**config.mk**
```make
export PLATFORM = sky130hd
export DESIGN_NAME = exec_stage
export DESIGN_NICKNAME = d
export VERILOG_FILES = /design/src/rtl/exec_pkg.sv /design/src/rtl/exec_decode.sv /design/src/rtl/exec_operand.sv /design/src/rtl/exec_alu.sv /design/src/rtl/exec_stage.sv
export SDC_FILE = /design/constraint.sdc
export NUM_CORES = 1
export LEC_CHECK = 0
export BUFFER_PORTS_ARGS = -buffer_cell sky130_fd_sc_hd__clkbuf_2
export CAP_MARGIN = 25
export CORE_ASPECT_RATIO = 1.1
export CORE_MARGIN = 2
export CORE_UTILIZATION = 62
export CTS_BUF_LIST = sky130_fd_sc_hd__clkbuf_2
export DETAILED_ROUTE_END_ITERATION = 7
export PLACE_DENSITY = 0.94
export SLEW_MARGIN = 20
export SYNTH_ARGS = -nofsm -noshare
export SYNTH_HDL_FRONTEND = slang
export SYNTH_HIERARCHICAL = 1
export SYNTH_SLANG_ARGS = --single-unit
```
**constraint.sdc**
```tcl
create_clock -name clk -period 0.8 [get_ports clk]
set_input_delay 0.04 -clock clk [delete_from_list [all_inputs] [get_ports clk]]
set_output_delay 0.04 -clock clk [all_outputs]
set_load 0.005 [all_outputs]
```
**src/rtl/exec_pkg.sv**
```systemverilog
package exec_pkg;

    localparam int WORD_W  = 32;
    localparam int REG_AW  = 5;
    localparam int OP_W    = 6;
    localparam int FN_W    = 6;
    localparam int IMM_W   = 16;
    localparam int SH_W    = $clog2(WORD_W);
    localparam int HALF_W  = WORD_W - IMM_W;

    // Field positions inside the instruction word.
    localparam int OP_LSB  = WORD_W - OP_W;
    localparam int RS_LSB  = OP_LSB - REG_AW;
    localparam int RT_LSB  = RS_LSB - REG_AW;
    localparam int RD_LSB  = RT_LSB - REG_AW;
    localparam int SH_LSB  = RD_LSB - SH_W;

    // Opcodes.
    localparam logic [OP_W-1:0] OPC_REG      = 6'h00;
    localparam logic [OP_W-1:0] OPC_ADD_K    = 6'h08;
    localparam logic [OP_W-1:0] OPC_LESS_K   = 6'h0A;
    localparam logic [OP_W-1:0] OPC_AND_K    = 6'h0C;
    localparam logic [OP_W-1:0] OPC_OR_K     = 6'h0D;
    localparam logic [OP_W-1:0] OPC_HIGH_K   = 6'h0F;

    // Function codes under OPC_REG.
    localparam logic [FN_W-1:0] FN_SHL = 6'd0;
    localparam logic [FN_W-1:0] FN_SHR = 6'd2;
    localparam logic [FN_W-1:0] FN_ADD = 6'd32;
    localparam logic [FN_W-1:0] FN_AND = 6'd36;
    localparam logic [FN_W-1:0] FN_OR  = 6'd37;
    localparam logic [FN_W-1:0] FN_NOR = 6'd39;

    typedef enum logic [3:0] {
        ALU_NONE,
        ALU_ADD,
        ALU_AND,
        ALU_OR,
        ALU_NOR,
        ALU_SHL,
        ALU_SHR,
        ALU_LESS,
        ALU_HIGH
    } alu_op_e;

    typedef enum logic [1:0] {
        WIDEN_SIGN,
        WIDEN_ZERO,
        WIDEN_UPPER
    } widen_e;

    typedef enum logic {
        SRC_B_REG,
        SRC_B_CONST
    } src_b_e;

    typedef struct packed {
        logic    legal;
        alu_op_e op;
        src_b_e  src_b;
        widen_e  widen;
        logic    dst_from_rd;
    } ctrl_t;

    typedef struct packed {
        logic [WORD_W-1:0] result;
        logic [REG_AW-1:0] dst;
        logic              wr_en;
    } stage_t;

endpackage

```
**src/rtl/exec_decode.sv**
```systemverilog
module exec_decode
    import exec_pkg::*;
(
    input  logic [OP_W-1:0] op_i,
    input  logic [FN_W-1:0] fn_i,
    output ctrl_t           ctrl_o
);

    always_comb begin
        ctrl_o.legal       = 1'b1;
        ctrl_o.op          = ALU_NONE;
        ctrl_o.src_b       = SRC_B_CONST;
        ctrl_o.widen       = WIDEN_SIGN;
        ctrl_o.dst_from_rd = 1'b0;

        unique case (op_i)
            OPC_REG: begin
                ctrl_o.src_b       = SRC_B_REG;
                ctrl_o.dst_from_rd = 1'b1;
                unique case (fn_i)
                    FN_ADD:  ctrl_o.op = ALU_ADD;
                    FN_AND:  ctrl_o.op = ALU_AND;
                    FN_OR:   ctrl_o.op = ALU_OR;
                    FN_NOR:  ctrl_o.op = ALU_NOR;
                    FN_SHL:  ctrl_o.op = ALU_SHL;
                    FN_SHR:  ctrl_o.op = ALU_SHR;
                    default: ctrl_o.legal = 1'b0;
                endcase
            end
            OPC_ADD_K: begin
                ctrl_o.op    = ALU_ADD;
                ctrl_o.widen = WIDEN_SIGN;
            end
            OPC_LESS_K: begin
                ctrl_o.op    = ALU_LESS;
                ctrl_o.widen = WIDEN_SIGN;
            end
            OPC_AND_K: begin
                ctrl_o.op    = ALU_AND;
                ctrl_o.widen = WIDEN_ZERO;
            end
            OPC_OR_K: begin
                ctrl_o.op    = ALU_OR;
                ctrl_o.widen = WIDEN_ZERO;
            end
            OPC_HIGH_K: begin
                ctrl_o.op    = ALU_HIGH;
                ctrl_o.widen = WIDEN_UPPER;
            end
            default: ctrl_o.legal = 1'b0;
        endcase
    end

endmodule

```
**src/rtl/exec_operand.sv**
```systemverilog
module exec_operand
    import exec_pkg::*;
#(
    parameter int N_SRC = 2
) (
    input  logic [REG_AW-1:0] idx_i [N_SRC],
    input  logic [WORD_W-1:0] val_i [N_SRC],
    input  logic [IMM_W-1:0]  imm_i,
    input  ctrl_t             ctrl_i,
    output logic [WORD_W-1:0] a_o,
    output logic [WORD_W-1:0] b_o,
    output logic [WORD_W-1:0] rt_o
);

    logic [WORD_W-1:0] src_q0 [N_SRC];
    logic [WORD_W-1:0] widened;

    // Register 0 always reads as zero on every source port.
    for (genvar g = 0; g < N_SRC; g++) begin : g_src
        assign src_q0[g] = (idx_i[g] == '0) ? '0 : val_i[g];
    end

    always_comb begin
        unique case (ctrl_i.widen)
            WIDEN_SIGN:  widened = {{HALF_W{imm_i[IMM_W-1]}}, imm_i};
            WIDEN_ZERO:  widened = {{HALF_W{1'b0}}, imm_i};
            WIDEN_UPPER: widened = {imm_i, {HALF_W{1'b0}}};
            default:     widened = '0;
        endcase
    end

    assign a_o  = src_q0[0];
    assign rt_o = src_q0[1];
    assign b_o  = (ctrl_i.src_b == SRC_B_REG) ? src_q0[1] : widened;

endmodule

```
**src/rtl/exec_alu.sv**
```systemverilog
module exec_alu
    import exec_pkg::*;
(
    input  alu_op_e           op_i,
    input  logic [WORD_W-1:0] a_i,
    input  logic [WORD_W-1:0] b_i,
    input  logic [SH_W-1:0]   sh_i,
    output logic [WORD_W-1:0] y_o
);

    logic less;

    assign less = $signed(a_i) < $signed(b_i);

    always_comb begin
        unique case (op_i)
            ALU_ADD:  y_o = a_i + b_i;
            ALU_AND:  y_o = a_i & b_i;
            ALU_OR:   y_o = a_i | b_i;
            ALU_NOR:  y_o = ~(a_i | b_i);
            ALU_SHL:  y_o = b_i << sh_i;
            ALU_SHR:  y_o = b_i >> sh_i;
            ALU_LESS: y_o = {{(WORD_W-1){1'b0}}, less};
            ALU_HIGH: y_o = b_i;
            default:  y_o = '0;
        endcase
    end

endmodule

```
**src/rtl/exec_stage.sv**
```systemverilog
module exec_stage
    import exec_pkg::*;
(
    input  logic              clk,
    input  logic              rst_n,
    input  logic [31:0]       instr_i,
    input  logic [31:0]       rs_val_i,
    input  logic [31:0]       rt_val_i,
    output logic [31:0]       result_o,
    output logic [4:0]        dst_o,
    output logic              wr_en_o
);

    localparam int N_SRC = 2;

    ctrl_t              ctrl;
    logic [REG_AW-1:0]  idx   [N_SRC];
    logic [WORD_W-1:0]  vals  [N_SRC];
    logic [WORD_W-1:0]  opa;
    logic [WORD_W-1:0]  opb;
    logic [WORD_W-1:0]  rt_eff;
    logic [WORD_W-1:0]  alu_y;
    logic [REG_AW-1:0]  dst_sel;
    stage_t             stage_d;
    stage_t             stage_q;

    assign idx[0]  = instr_i[RS_LSB +: REG_AW];
    assign idx[1]  = instr_i[RT_LSB +: REG_AW];
    assign vals[0] = rs_val_i;
    assign vals[1] = rt_val_i;

    exec_decode u_decode (
        .op_i   (instr_i[OP_LSB +: OP_W]),
        .fn_i   (instr_i[FN_W-1:0]),
        .ctrl_o (ctrl)
    );

    exec_operand #(.N_SRC(N_SRC)) u_operand (
        .idx_i  (idx),
        .val_i  (vals),
        .imm_i  (instr_i[IMM_W-1:0]),
        .ctrl_i (ctrl),
        .a_o    (opa),
        .b_o    (opb),
        .rt_o   (rt_eff)
    );

    exec_alu u_alu (
        .op_i (ctrl.op),
        .a_i  (opa),
        .b_i  ((ctrl.op == ALU_SHL || ctrl.op == ALU_SHR) ? rt_eff : opb),
        .sh_i (instr_i[SH_LSB +: SH_W]),
        .y_o  (alu_y)
    );

    always_comb begin
        dst_sel = ctrl.dst_from_rd ? instr_i[RD_LSB +: REG_AW]
                                   : instr_i[RT_LSB +: REG_AW];
        stage_d = '0;
        if (ctrl.legal) begin
            stage_d.result = alu_y;
            stage_d.dst    = dst_sel;
            stage_d.wr_en  = (dst_sel != '0);
        end
    end

    always_ff @(posedge clk or negedge rst_n) begin
        if (!rst_n) begin
            stage_q <= '0;
        end else begin
            stage_q <= stage_d;
        end
    end

    assign result_o = stage_q.result;
    assign dst_o    = stage_q.dst;
    assign wr_en_o  = stage_q.wr_en;

endmodule

```
==> flow_summary.toml, run 1 <==
[logic_synthesis]
synth.most_common_cell = "sky130_fd_sc_hd__nor2_1"
synth-warning-count = 6
post_synth_inst_count = 1447
syn-num-nets = 1642
synth_common_cells = "sky130_fd_sc_hd__nor2_1 (132), sky130_fd_sc_hd__a21oi_1 (130), sky130_fd_sc_hd__nand2_1 (100)"
ys_top_cells_by_area = "sky130_fd_sc_hd__ha_1 (11%), sky130_fd_sc_hd__mux4_2 (10%), sky130_fd_sc_hd__dfrtp_1 (8.5%)"
post_synth.cell_area_avg_sq_um = 7.699
ys.flop_type = "sky130_fd_sc_hd__dfrtp_1"
edff_count_synth = 0
synth_area_leader_cell = "sky130_fd_sc_hd__ha_1"
post_synth_num_cell_types = 82
ys_ff_latch = 38
synth_largest_type_area_fraction_pct = 10.78
synth.yosys.seq_area_share_pct = 8.535
asyncSetResetFlopFracSynth_pct = 100.0
synth.cell_area_sq_um = 11140

[placed_design]
port_buffers = 135
gpl.final_weighted_congestion = 1.427
total_placed_cells_including_tap_cells = 2129
detailed_placer_s_ending_hpwl_mm = 48.71

[global_route]
grt_first_pass_wirelength_mm = 139.4
grt_remaining_overflow = 1138
grtUsageTotal_pct = 95.22
largest_net_degree_at_the_start_of_global_routing = 90
number_of_global_route_vias_before_repair = 21480

[status]
result_of_the_run = "stopped before the end"
exit_stage = "5_1_grt"
firstError = "[ERROR GRT-0116] Global routing finished with congestion. Check the congestion regions in the DRC Viewer."

[clock_tree]
cts_root_buf = "sky130_fd_sc_hd__clkbuf_2"
numCtsBuffers = 5
tritoncts_num_sinks = 38
h-tree-depth = 2
max-clock-path-buffers = 2

[floorplan]
io-pin-count = 136
core.rowCount = 51
die_w_um = 131.8
initial_utilization_pct = 63.03
die_y_extent_um = 144.6
-- metal layers --
metal	global-route usage (%)	overflow
met5	58.99	12
met4	107.2	277
met3	77.78	52
met2	119.2	762
met1	85.54	35
-- what timing repair did --
action | CTS
gates cloned | 2
gates resized for setup | 207
pin swaps | 63
hold buffers | 10
buffers inserted | 35
setup endpoints to repair | 76
hold endpoints to repair | 44
-- cell families after synthesis --
group | count (synthesis) | share of synthesized area [%]
DFF | 38 | 8.535
AOI/OAI and AO/OA | 435 | 26.39
adders and majority gates | 97 | 10.96
muxes | 167 | 22.55
and+or+nand+nor | 471 | 21.26
xor gates and xnor gates | 20 | 1.572
buffers and inverters | 219 | 8.726
-- metrics by stage --
stage          worst slack (ns)  area (sq um)
4_1_cts                  -2.906         16470
3_3_place_gp             -3.594         15180
3_5_place_dp             -3.882         15180
2_1_floorplan            -3.334         11450
==> run 2: changes to the inputs <==
- CORE_ASPECT_RATIO: 1.1 -> unset
- CORE_UTILIZATION: 62 -> 40
- CTS_BUF_LIST: sky130_fd_sc_hd__clkbuf_2 -> unset
- PLACE_DENSITY: 0.94 -> unset
- PLACE_DENSITY_LB_ADDON: unset -> 0.15
==> run 2 against run 1 <==
Effect of this change:
- the flow now finishes, with violations (negative setup slack)
- synthesized cell count stayed put
- synthesized area stayed put
==> flow_summary.toml, run 2 <==
[status]
result_of_the_run = "finished, violations left"
violations_in_the_final_reports = "negative setup slack"

[layout]
finalNonFillerCells = 2395
area_growth_syn_to_layout_pct = 60.11
num-nets-final = 2209
multi_input_comb_area_sq_um = 10600
fill_cells = 2450
leading_cell_type_in_the_layout_fill_and_taps_excluded = "sky130_fd_sc_hd__buf_4"
post-route-util_pct = 64.56
seqCellArea_sq_um = 952.2
final_layout_size_suffix_gt1_share_pct = 51.02
final_cell_mix = "sky130_fd_sc_hd__buf_4 (498), sky130_fd_sc_hd__clkbuf_2 (129), sky130_fd_sc_hd__nor2_1 (117), sky130_fd_sc_hd__nand2_1 (93), sky130_fd_sc_hd__a21oi_1 (90)"
largest_register_ffs = 32

[global_route]
grt_first_pass_wirelength_mm = 89.20
grt_remaining_overflow = 0
largest_net_degree_at_the_start_of_global_routing = 65
number_of_global_route_vias_before_repair = 13777
grtUsageTotal_pct = 41.94
antenna_violations_before_repair = 2

[logic_synthesis]
ys_ff_latch = 38
synth.yosys.seq_area_share_pct = 8.535
ys_top_cells_by_area = "sky130_fd_sc_hd__ha_1 (11%), sky130_fd_sc_hd__mux4_2 (10%), sky130_fd_sc_hd__dfrtp_1 (8.5%)"
post_synth_num_cell_types = 82
syn-num-nets = 1642
synth_simple_gate_area_share_pct = 21.26
asyncSetResetFlopFracSynth_pct = 100.0
ys.flop_type = "sky130_fd_sc_hd__dfrtp_1"
post_synth.cell_area_avg_sq_um = 7.699
synth.area.mux_share_pct = 22.55
synth-warning-count = 6
synth.cell_area_sq_um = 11140
synth.most_common_cell = "sky130_fd_sc_hd__nor2_1"
share_of_the_synthesized_area_in_compound_gates_ao_oa_aoi_oai_pct = 26.39
synth_fa_ha_area_share_pct = 10.96
edff_count_synth = 0
synth-xor-area-share_pct = 1.572
synth_area_leader_cell = "sky130_fd_sc_hd__ha_1"
post_synth_inst_count = 1447
synth_common_cells = "sky130_fd_sc_hd__nor2_1 (132), sky130_fd_sc_hd__a21oi_1 (130), sky130_fd_sc_hd__nand2_1 (100)"
synth_top_family_by_area = "compound AO/OA/AOI/OAI gates"
synth_largest_type_area_fraction_pct = 10.78

[power_and_ir_drop]
comb_power_share_pct = 70.4
total_switching_power_mw = 7.333
leakage_nw = 8.357
p_per_area_nw_per_um2 = 929.8
swShare_pct = 44.21
clock_power_share_pct = 17.9
cellInternalPower_mw = 9.252
peakVddDrop_mv = 0.7151
seqPwrFrac_pct = 11.7

[worst_setup_path]
worstPathRequired_ns = 1.00
worst-path-buf-inv = 6
critical_path.endpoint_type = "flop"
max_stage_delay_ns = 0.32
critical-path-slowest-cell = "sky130_fd_sc_hd__mux2_4"
timing.critical_path.mode_cell = "sky130_fd_sc_hd__buf_4"
setup.worst_path.class = "primary input to flop"
startpoint_type = "primary input"
timing.critical_path.max_delay_family = "compound AO/OA/AOI/OAI gates"
max_fo_critical_path = 10
worst_ep_arrival_time_ns = 4.08
sequence_of_cells_on_the_critical_path = "buf_6, or2_4, nor4_4, o311ai_2, o41ai_2, buf_4, xor2_4, nand3b_4, buf_12, mux2_4, inv_2, ha_4, buf_4, a21oi_1, o21bai_1, a221oi_2, o31a_1, buf_4, xnor2_2, a221o_1, and2_1"

[sta]
timing.final.crit_share_pct = 484.9
final-max-slew-violation-count = 0
maximum_clock_frequency_mhz = 257.8
final_layout_setup_total_negative_slack_ns = -98.61
finalCriticalPeriod_ns = 3.879
worst_slew_margin_rel_pct = 42.78
finalSetupViolations = 76
timing.hold.ws_ns = 0.1045
setup_ws_ns = -3.079
worst_slew_pin_slew_ns = 0.8565
report.final.hold_viol_count = 0
setup_repair_after_global_routing_missed_its_margin = "yes"

[placed_design]
port_buffers = 135
total_placed_cells_including_tap_cells = 2337
dp_worst_setup_slack_ns = -3.842
gpl.final_weighted_congestion = 1.030
detailed_placer_s_ending_hpwl_mm = 49.66

[routing]
route.vias.total = 14531
firstDrtPassIters = 5
route.detailed.vias_per_inst = 6.067
wl_per_cell_um = 26.08
drt_iter0_markers = 1654
drt_wl_total_mm = 62.47
antenna_left = 0
route.detailed.drc = 0

[min_path]
hold-path-endpoint = "dst_o[0]"
min_path_type = "primary input to flop"
worst_hold_startpoint = "instr_i[16]"
hold_path_depth = 4

[clock_tree]
clkSlewWorstSetupHoldPaths_ns = 0.08
tritoncts = "yes"
cts_root_buf = "sky130_fd_sc_hd__clkbuf_16"
numCtsBuffers = 5
max-clock-path-buffers = 2
h-tree-depth = 2
tritoncts_num_sinks = 38

[floorplan]
io-pin-count = 136
die_w_um = 170.9
core_area_sq_um = 27630
die_y_extent_um = 170.9
core.rowCount = 61
initial_utilization_pct = 40.32
die_area_sq_um = 29200

[run]
maxCapViolations = 0
run 2: cell counts after synthesis:
No cell type changed its count.
run 2: worst max path at each step:
| stage | depth (start not counted) | slack [ns] | endpoint | from |
|---|---|---|---|---|
| 2_1_floorplan | 19 | -3.33 | result_o[26] | instr_i[26] |
| 3_5_place_dp | 19 | -3.84 | result_o[16] | instr_i[26] |
| 6_report | 21 | -3.08 | result_o[21] | instr_i[26] |
| 5_1_grt | 21 | -3.19 | result_o[21] | instr_i[26] |
| 3_3_place_gp | 19 | -3.78 | result_o[16] | instr_i[26] |
| 4_1_cts | 20 | -2.97 | result_o[16] | instr_i[26] |
run 2: final cells by class:
cell class,count,share of cell area [%]
Clock buffer,5,0.7015
Tap cell,378,2.652
Clock inverter,3,0.3858
Timing Repair Buffer,685,29.44
Antenna cell,2,0.02806
Sequential cell,38,5.338
Inverter,93,2.027
Multi-Input combinational cell,1191,59.43
run 2: metrics by stage:
step                area (sq um)  power, mW
floorplan                  11450      6.835
global placement           15970      11.73
detailed placement         15970      11.80
CTS                        17130      15.58
global route               17830      17.15
finish                     17840      16.58
run 2: kinds of logic (layout without fill, tap and decap cells):
group                      count (synthesis)  in the layout
muxes                                    167            168
AOI/OAI and AO/OA                        435            435
buffers and inverters                    219            786
xor gates and xnor gates                  20             20
adders and majority gates                 97             97
and+or+nand+nor                          471            471
DFF                                       38             38
other                                      0              2
run 2: repair_timing:
item | in CTS | in global routing
gates cloned | 2 | 1
endpoints found under the setup margin | 76 | 76
pin swaps | 49 | 33
hold buffers | 1 | 0
gates resized for setup | 159 | 125
buffers inserted | 27 | 18
hold endpoints to repair | 38 | 0
run 2: routing by layer:
layer | up-vias | share of wire, % | track usage (%)
li1 | 6448 | - | -
met1 | 6943 | 38 | 52.86
met2 | 923 | 42 | 63.37
met3 | 215 | 11 | 10.62
met4 | 2 | 8.1 | 27.60
met5 | - | 0.021 | 0
run 2: power groups by stage:
stage | registers (mW) | logic [mW] | clock network (mW)
detailed placement | 1.98 | 9.83 | 0
floorplan | 1.98 | 4.86 | 0
finish | 1.94 | 11.7 | 2.96
global route | 1.94 | 12.2 | 3.02
CTS | 1.94 | 10.7 | 2.99
global placement | 1.98 | 9.75 | 0
No activity file was read; power rests on OpenSTA's default activity.
